--- src/rtl/shreg_pkg.sv ---
package shreg_pkg;

  localparam int DEF_DEPTH       = 8;
  localparam int DEF_SYNC_STAGES = 2;

  // register operation chosen each system cycle
  typedef enum logic [1:0] {
    OP_HOLD  = 2'd0,
    OP_LOAD  = 2'd1,
    OP_SHIFT = 2'd2
  } shreg_op_e;

endpackage

--- src/rtl/shreg_sync.sv ---
module shreg_sync #(
  parameter int STAGES  = 2,
  parameter bit RST_VAL = 1'b1
) (
  input  logic clk,
  input  logic rst_n,
  input  logic d,
  output logic q
);

  logic [STAGES-1:0] chain;

  generate
    if (STAGES == 1) begin : g_single
      always_ff @(posedge clk or negedge rst_n) begin
        if (!rst_n) chain <= RST_VAL;
        else        chain <= d;
      end
    end else begin : g_multi
      always_ff @(posedge clk or negedge rst_n) begin
        if (!rst_n) chain <= {STAGES{RST_VAL}};
        else        chain <= {chain[STAGES-2:0], d};
      end
    end
  endgenerate

  assign q = chain[STAGES-1];

endmodule

--- src/rtl/shreg_edge.sv ---
module shreg_edge #(
  parameter int SYNC_STAGES = 2
) (
  input  logic clk,
  input  logic rst_n,
  input  logic clk_a,
  input  logic clk_b,
  output logic eff_clk,
  output logic shift_evt
);

  localparam int NPINS = 2;

  logic [NPINS-1:0] pin_raw;
  logic [NPINS-1:0] pin_s;
  logic             eff_prev;

  assign pin_raw = {clk_b, clk_a};

  // Synchronizers reset to 1 so a pin already high at clear release is not seen as a rising edge.
  generate
    for (genvar gi = 0; gi < NPINS; gi++) begin : g_pin
      shreg_sync #(
        .STAGES (SYNC_STAGES),
        .RST_VAL(1'b1)
      ) i_sync (
        .clk  (clk),
        .rst_n(rst_n),
        .d    (pin_raw[gi]),
        .q    (pin_s[gi])
      );

      // a synchronized pin held high for two cycles blocks any edge
      p_pin_inhibit_r6: assert property (@(posedge clk) disable iff (!rst_n)
        (pin_s[gi] && $past(pin_s[gi])) |-> !shift_evt);
    end
  endgenerate

  assign eff_clk = |pin_s;

  always_ff @(posedge clk or negedge rst_n) begin
    if (!rst_n) eff_prev <= 1'b1;
    else        eff_prev <= eff_clk;
  end

  assign shift_evt = eff_clk & ~eff_prev;

  // an effective edge lasts a single system cycle
  p_evt_pulse_r5: assert property (@(posedge clk) disable iff (!rst_n)
    shift_evt |=> !shift_evt);

  // an edge needs the combined clock low on the cycle before
  p_evt_after_low_r5: assert property (@(posedge clk) disable iff (!rst_n)
    shift_evt |-> !$past(eff_clk));

endmodule

--- src/rtl/shreg_stages.sv ---
module shreg_stages
  import shreg_pkg::*;
#(
  parameter int DEPTH = 8
) (
  input  logic             clk,
  input  logic             rst_n,
  input  logic             sh_ld,
  input  logic             shift_evt,
  input  logic             ser_in,
  input  logic [DEPTH-1:0] par_in,
  output logic [DEPTH-1:0] stages
);

  function automatic logic [DEPTH-1:0] advance(input logic [DEPTH-1:0] cur,
                                               input logic din);
    return {cur[DEPTH-2:0], din};
  endfunction

  shreg_op_e op;
  logic      do_load;
  logic      do_shift;

  always_comb begin
    if (!sh_ld)         op = OP_LOAD;
    else if (shift_evt) op = OP_SHIFT;
    else                op = OP_HOLD;
  end

  assign do_load  = (op == OP_LOAD);
  assign do_shift = (op == OP_SHIFT);

  always_ff @(posedge clk or negedge rst_n) begin
    if (!rst_n)        stages <= '0;
    else if (do_load)  stages <= par_in;
    else if (do_shift) stages <= advance(stages, ser_in);
  end

  // clear keeps every stage at zero
  p_clear_zero_r1: assert property (@(posedge clk)
    !rst_n |-> (stages == '0));

  // load mode copies the parallel word whatever the clock pins do
  p_load_copy_r2: assert property (@(posedge clk) disable iff (!rst_n)
    !sh_ld |=> (stages == $past(par_in)));

  // one shift per effective edge in shift mode
  p_shift_move_r4: assert property (@(posedge clk) disable iff (!rst_n)
    (sh_ld && shift_evt) |=> (stages == {$past(stages[DEPTH-2:0]), $past(ser_in)}));

  // no edge, no change
  p_hold_r7: assert property (@(posedge clk) disable iff (!rst_n)
    (sh_ld && !shift_evt) |=> $stable(stages));

endmodule

--- src/rtl/shreg_clkinh.sv ---
module shreg_clkinh
  import shreg_pkg::*;
#(
  parameter int DEPTH       = DEF_DEPTH,
  parameter int SYNC_STAGES = DEF_SYNC_STAGES
) (
  input  logic             clk,
  input  logic             clr_n,
  input  logic             shift_ld,
  input  logic             ser_in,
  input  logic [DEPTH-1:0] par_in,
  input  logic             clk_a,
  input  logic             clk_b,
  output logic             ser_out
);

  localparam int LAST = DEPTH - 1;

  logic             eff_clk;
  logic             shift_evt;
  logic [DEPTH-1:0] stages;

  shreg_edge #(
    .SYNC_STAGES(SYNC_STAGES)
  ) i_edge (
    .clk      (clk),
    .rst_n    (clr_n),
    .clk_a    (clk_a),
    .clk_b    (clk_b),
    .eff_clk  (eff_clk),
    .shift_evt(shift_evt)
  );

  shreg_stages #(
    .DEPTH(DEPTH)
  ) i_stages (
    .clk      (clk),
    .rst_n    (clr_n),
    .sh_ld    (shift_ld),
    .shift_evt(shift_evt),
    .ser_in   (ser_in),
    .par_in   (par_in),
    .stages   (stages)
  );

  assign ser_out = stages[LAST];

  // no edge on the first cycle after clear
  p_no_edge_after_clear_r8: assert property (@(posedge clk) disable iff (!clr_n)
    $rose(clr_n) |-> !shift_evt);

  // output follows the previous stage after a shift
  p_out_follow_r4: assert property (@(posedge clk) disable iff (!clr_n)
    (shift_ld && shift_evt) |=> (ser_out == $past(stages[LAST-1])));

  // an effective edge implies at least one synchronized pin is high
  p_evt_needs_pin_r5: assert property (@(posedge clk) disable iff (!clr_n)
    shift_evt |-> eff_clk);

endmodule

--- config.mk ---
export PLATFORM = sky130hd
export DESIGN_NAME = shreg_clkinh
export DESIGN_NICKNAME = d
export VERILOG_FILES = /design/src/rtl/shreg_pkg.sv /design/src/rtl/shreg_sync.sv /design/src/rtl/shreg_edge.sv /design/src/rtl/shreg_stages.sv /design/src/rtl/shreg_clkinh.sv
export SDC_FILE = /design/constraint.sdc
export NUM_CORES = 1
export LEC_CHECK = 0
export ABC_AREA = 1
export BUFFER_PORTS_ARGS = -buffer_cell sky130_fd_sc_hd__clkbuf_2
export CAP_MARGIN = 20
export CELL_PAD_IN_SITES_DETAIL_PLACEMENT = 0
export CELL_PAD_IN_SITES_GLOBAL_PLACEMENT = 2
export CORE_MARGIN = 2
export CORE_UTILIZATION = 26
export CTS_CLUSTER_DIAMETER = 60
export DETAILED_ROUTE_END_ITERATION = 6
export PLACE_DENSITY_LB_ADDON = 0.05
export RECOVER_POWER = 25
export SLEW_MARGIN = 20
export SYNTH_ARGS = -nofsm -noshare
export SYNTH_HDL_FRONTEND = slang
export SYNTH_SLANG_ARGS = --single-unit
--- constraint.sdc ---
create_clock -name clk -period 1 [get_ports clk]
set_clock_uncertainty 0.1 [all_clocks]
set_input_delay 0.05 -clock clk [delete_from_list [all_inputs] [get_ports clk]]
set_output_delay 0.05 -clock clk [all_outputs]
set_load 0.01 [all_outputs]
# Yosys cells after proc, flatten, opt, wreduce, memory -nomap -nowiden
# Index checks and enable logic that the tools add are counted.
# classes
add_sub_neg,0
n_mul,0
div_mod_pow,0
magnitude_cmp,0
n_eq_ne,2
n_shift,0
muxes,4
bitwise_logic,2
reduce_logical,2
# op_table
op,count
$mux W8,2
$mux W2,2
$eq A2 B1 Y1 const B,1
$eq A2 B2 Y1 const B,1
$reduce_bool A2 Y1,1
$reduce_or A2 Y1,1
$and A1 B1 Y1,1
$not A1 Y1,1
# word_totals
reg_bits,13
latch_bits,0
ramBits,0
rom_bits,0
inputBits,14
elab_cells,14
n_memories,0

# Logic depth before layout (Yosys ltp)
# logic_depth
ltp_word,7
mapped_depth,6
mapped_depth_nobuf,5

# Cells and area by module
# A second synthesis with hierarchy kept.
# hier_totals
hier_cells,53
area_unflattened_um2,536.8
# by_module_without_submodules
mod,instances,cells_per_inst,area_per_inst_um2
shreg_stages,1,45,391.6
shreg_sync,2,2,52.6
shreg_edge,1,4,40.0

# Worst setup path before layout
# Ideal clock, no wire load.
# synth_timing
path_type,reg-to-reg
start,register i_edge.eff_prev
end,register i_stages.stages[7]
setup_ps,117
arrival_time_ps,846
slack_ps,-63
path_stages_with_launch,6
path_buffers,0
path_cell_list,dfstp_2 > inv_1 > o21ai_4 > nand2_4 > nand2_1 > nand2_1
# synth_via
elab_chain_cells,6
elab_cells_between_ends,8
classes_between,eq/ne (2); mux (3); bitwise (2); reduce/logical (1)
# synth_lines
item,line_no,source
from (decl),shreg_edge.sv:16,logic eff_prev;
from (signal assigned),shreg_edge.sv:43,else eff_prev <= eff_clk;
$not A1 Y1 *,shreg_edge.sv:46,assign shift_evt = eff_clk & ~eff_prev;
$and A1 B1 Y1 *,shreg_edge.sv:46,
$mux W2 *,shreg_stages.sv:26,else if (shift_evt) op = OP_SHIFT;
$mux W2 *,shreg_stages.sv:25,if (!sh_ld) op = OP_LOAD;
$eq A2 B1 Y1 / $eq A2 B2 Y1 (equally long branches),"shreg_stages.sv:30, shreg_stages.sv:31",
$mux W8 / $reduce_bool A2 Y1 (equally long branches),-,
to (signal assigned),shreg_stages.sv:35,else if (do_load) stages <= par_in;
to (signal assigned),shreg_stages.sv:36,"else if (do_shift) stages <= advance(stages, ser_in);"
to (decl),shreg_stages.sv:12,output logic [DEPTH-1:0] stages
# Every way passes the cells marked *; elsewhere a longest branch is shown, timed or not.
# A chain may end at the register's enable or synchronous reset.

# Worst setup path in the final report
# layout_timing
start,register i_edge.g_pin[0].i_sync.chain[1]
end,register i_stages.stages[3]
# layout_via
elab_chain_cells,6
elab_cells_between_ends,8
classes_between,eq/ne (2); mux (3); bitwise (1); reduce/logical (2)
# layout_lines
item,line_no,source
from (decl),shreg_sync.sv:11,logic [STAGES-1:0] chain;
from (signal assigned),shreg_sync.sv:21,if (!rst_n) chain <= {STAGES{RST_VAL}};
from (signal assigned),shreg_sync.sv:22,"else chain <= {chain[STAGES-2:0], d};"
$reduce_or A2 Y1 *,shreg_edge.sv:39,assign eff_clk = |pin_s;
$and A1 B1 Y1 *,shreg_edge.sv:46,
$mux W2 *,shreg_stages.sv:26,
$mux W2 *,shreg_stages.sv:25,
$eq A2 B1 Y1 / $eq A2 B2 Y1 (equally long branches),"shreg_stages.sv:30, shreg_stages.sv:31",
$mux W8 / $reduce_bool A2 Y1 (equally long branches),-,
# Marks and branches as above.

==> run_summary.xml <==
<?xml version="1.0" encoding="UTF-8"?>
<metrics>
  <group name="run_status">
    <metric name="run_status" unit="">finished, violations left</metric>
    <metric name="violations_in_the_final_reports" unit="">setup timing</metric>
  </group>
  <group name="drt">
    <metric name="drt_wl_total" unit="um">1185</metric>
    <metric name="post_drt_via_cell_ratio" unit="">3.961</metric>
    <metric name="ant_nets" unit="">0</metric>
    <metric name="dr_total_vias" unit="">507</metric>
    <metric name="drtIter0Drc" unit="">3</metric>
    <metric name="drt_pre_antenna_iters" unit="">2</metric>
    <metric name="route.detailed.drc" unit="">0</metric>
    <metric name="avgRoutedWirePerCell" unit="um">9.258</metric>
  </group>
  <group name="timing">
    <metric name="setup_slack" unit="ns">-0.1128</metric>
    <metric name="final_min_period_over_clock_period" unit="%">111.3</metric>
    <metric name="tightestPinTransition" unit="ns">0.3253</metric>
    <metric name="max_slew_margin" unit="%">78.32</metric>
    <metric name="hold-worst-slack" unit="ns">0.1032</metric>
    <metric name="slew_violations" unit="">0</metric>
    <metric name="fmaxAchievable" unit="MHz">898.6</metric>
    <metric name="finalSetupViolCount" unit="">8</metric>
    <metric name="rsz_0062_raised_after_global_routing" unit="">yes</metric>
    <metric name="hold_viol" unit="">0</metric>
    <metric name="min_period" unit="ns">1.113</metric>
  </group>
  <group name="finish">
    <metric name="layout_common_cells" unit="">sky130_fd_sc_hd__nand2_1 (23), sky130_fd_sc_hd__clkbuf_2 (14), sky130_fd_sc_hd__dlygate4sd3_1 (12)</metric>
    <metric name="post_layout_net_count" unit="">115</metric>
    <metric name="finish.instance_area" unit="um^2">887.1</metric>
    <metric name="final.fill_count" unit="">237</metric>
    <metric name="ratio_of_cells_with_drive_above_1_in_the_final_layout" unit="%">32.00</metric>
    <metric name="diodes" unit="">0</metric>
    <metric name="final_core_utilization" unit="%">40.10</metric>
    <metric name="layout_commonest_cell" unit="">sky130_fd_sc_hd__nand2_1</metric>
    <metric name="layout-area-overhead-vs-synth" unit="%">47.10</metric>
  </group>
  <group name="grt">
    <metric name="number_of_global_route_vias_before_repair" unit="">519</metric>
    <metric name="first_pass_grt_wire_length" unit="um">2125</metric>
    <metric name="grt_start_max_net_pins" unit="">15</metric>
    <metric name="antenna_found_initial" unit="">0</metric>
    <metric name="grt_remaining_overflow" unit="">0</metric>
    <metric name="grt_usage" unit="%">10.84</metric>
  </group>
  <group name="clocking">
    <metric name="cts-root-buf" unit="">sky130_fd_sc_hd__clkbuf_4</metric>
    <metric name="numClockSinks" unit="">13</metric>
    <metric name="h-tree-depth" unit="">1</metric>
    <metric name="cts_buffers" unit="">3</metric>
    <metric name="insertion_delay" unit="ns">0.27</metric>
    <metric name="clk_pin_slew" unit="ns">0.08</metric>
    <metric name="cts.path.max_buffers" unit="">2</metric>
    <metric name="cts_tree" unit="">built</metric>
  </group>
  <group name="setup_path">
    <metric name="critical_path_rt" unit="ns">1.07</metric>
    <metric name="worstPathArrival" unit="ns">1.18</metric>
    <metric name="largest_stage_delay_on_the_critical_path" unit="ns">0.55</metric>
    <metric name="setup.worst_path.end_class" unit="">flop</metric>
    <metric name="path_cells" unit="">o21ai_4, buf_4, nand3_1, nand2_1</metric>
    <metric name="start_kind" unit="">flop</metric>
    <metric name="critical-path-slowest-cell" unit="">sky130_fd_sc_hd__dfstp_2</metric>
    <metric name="worst-r2r-cell-count" unit="">4</metric>
    <metric name="crit_fanout" unit="">5</metric>
    <metric name="critPathKind" unit="">flop to flop</metric>
  </group>
  <group name="die">
    <metric name="floorplan.core_area" unit="um^2">2212</metric>
    <metric name="die_area" unit="um^2">2721</metric>
    <metric name="initial_utilization" unit="%">27.26</metric>
    <metric name="core.rowCount" unit="">17</metric>
    <metric name="die_width" unit="um">52.16</metric>
    <metric name="die_height" unit="um">52.16</metric>
    <metric name="boundaryPins" unit="">15</metric>
  </group>
  <group name="power_and_ir_drop">
    <metric name="vdd_ir_drop_max" unit="uV">895.8</metric>
    <metric name="total_leakage_power" unit="nW">0.4622</metric>
    <metric name="total_power" unit="W">0.001155</metric>
    <metric name="power.density" unit="nW/um^2">1303</metric>
  </group>
  <group name="placed_design">
    <metric name="place.gp.congestion" unit="">0.7167</metric>
    <metric name="placement.setup.worst_slack" unit="ns">-0.1305</metric>
    <metric name="dpl.hpwl" unit="um">803.4</metric>
    <metric name="io_buffers" unit="">14</metric>
    <metric name="post_dp_cell_area" unit="um^2">729.5</metric>
  </group>
  <group name="yosys">
    <metric name="yosysUniqueCellTypes" unit="">10</metric>
    <metric name="post_synth_inst_count" unit="">68</metric>
    <metric name="mappedNetlistArea" unit="um^2">603.1</metric>
    <metric name="ys.warnings.count" unit="">0</metric>
    <metric name="synth.net_count" unit="">82</metric>
    <metric name="ys_seq_area_share" unit="%">54.98</metric>
    <metric name="synth.avg_cell_area" unit="um^2">8.869</metric>
    <metric name="postSynthRegisterBits" unit="">13</metric>
  </group>
  <group name="flow_run">
    <metric name="max-cap-violations" unit="">0</metric>
  </group>
  <group name="worst_hold_path">
    <metric name="min_path_type" unit="">primary input to asynchronous set/reset pin</metric>
  </group>
</metrics>
routing by layer:
layer	part of all wire [%]	up-vias	global-route usage, %
met5	0	-	0
met4	1.1	0	6.410
met3	5.0	2	2.586
met2	44	13	17.93
met1	50	217	12.64
li1	-	275	-
power by group:
| part | total, W | switching [W] | internal, W |
|---|---|---|---|
| Sequential | 0.000615 | 0.0000287 | 0.000586 |
| Clock | 0.000320 | 0.000172 | 0.000148 |
| Combinational | 0.000220 | 0.000101 | 0.000119 |
state kept, by name, summed over array words and instances (netlist names):
register / cells
i_edge.eff_prev: 1
i_edge.g_pin.i_sync.chain: 4
i_stages.stages: 8
timing repair:
item / 4_1_cts / 5_1_grt
setup buffers: 1 / 0
pin swaps: 4 / 1
gates resized for setup: 1 / 0
endpoints found under the setup margin: 8 / 8
endpoints found under the hold margin: 23 / 0
cloned: 0 / 0
hold buffers: 12 / 0
final timing paths:
kind,to,slack [ns],startpoint
setup / recovery,i_stages.stages[3],-0.11,i_edge.g_pin[0].i_sync.chain[1]
hold / removal,i_stages.stages[7],0.10,clr_n
setup reg to reg,i_stages.stages[3],-0.11,i_edge.g_pin[0].i_sync.chain[1]
hold reg to reg,i_edge.g_pin[1].i_sync.chain[1],0.26,i_edge.g_pin[1].i_sync.chain[0]
max in group asynchronous,i_edge.eff_prev,0.41,clr_n
min in group clk,i_stages.stages[1],0.11,shift_ld
cell type report:
cell class / count / area (um^2) / share of cell area, %
well taps: 28 / 35.03 / 3.949
repair buffers: 31 / 252.7 / 28.49
clock buffers: 3 / 22.52 / 2.539
inverters: 9 / 33.78 / 3.808
clock inverters: 1 / 5.005 / 0.5642
multi-input cells: 43 / 206.4 / 23.27
flip-flops and latches: 13 / 331.6 / 37.38
synthesized netlist by cell type (all sizes together):
| master | n | area share [%] |
|---|---|---|
| dfstp | 5 | 22 |
| inv | 9 | 5.6 |
| or2 | 1 | 1.0 |
| dfrtp | 8 | 33 |
| nand2 | 25 | 17 |
| nand3 | 8 | 6.6 |
| buf | 3 | 5.6 |
| o21ai | 9 | 9.3 |
logic make-up after synthesis:
family	count (synthesis)	synth area share [%]
AO/OA/AOI/OAI	9	9.337
buffers and inverters	12	11.20
flip-flops	13	54.98
AND/OR/NAND/NOR	34	24.48
metrics by stage:
stage / std cells / setup TNS [ns]
CTS: 128 / -1.018
global placement: 111 / -0.9219
global route: 128 / -1.337
detailed placement: 111 / -0.9850
finish: 128 / -0.8013
floorplan: 68 / -0.4604
worst max-delay path, delay by kind of cell (launching register included):
family	cells	cell delay, ns
AO/OA/AOI/OAI	1	0.09
flip-flops	1	0.55
AND/OR/NAND/NOR	2	0.12
buffers and inverters	1	0.15
Note: power is estimated with default switching activity, not from simulation.
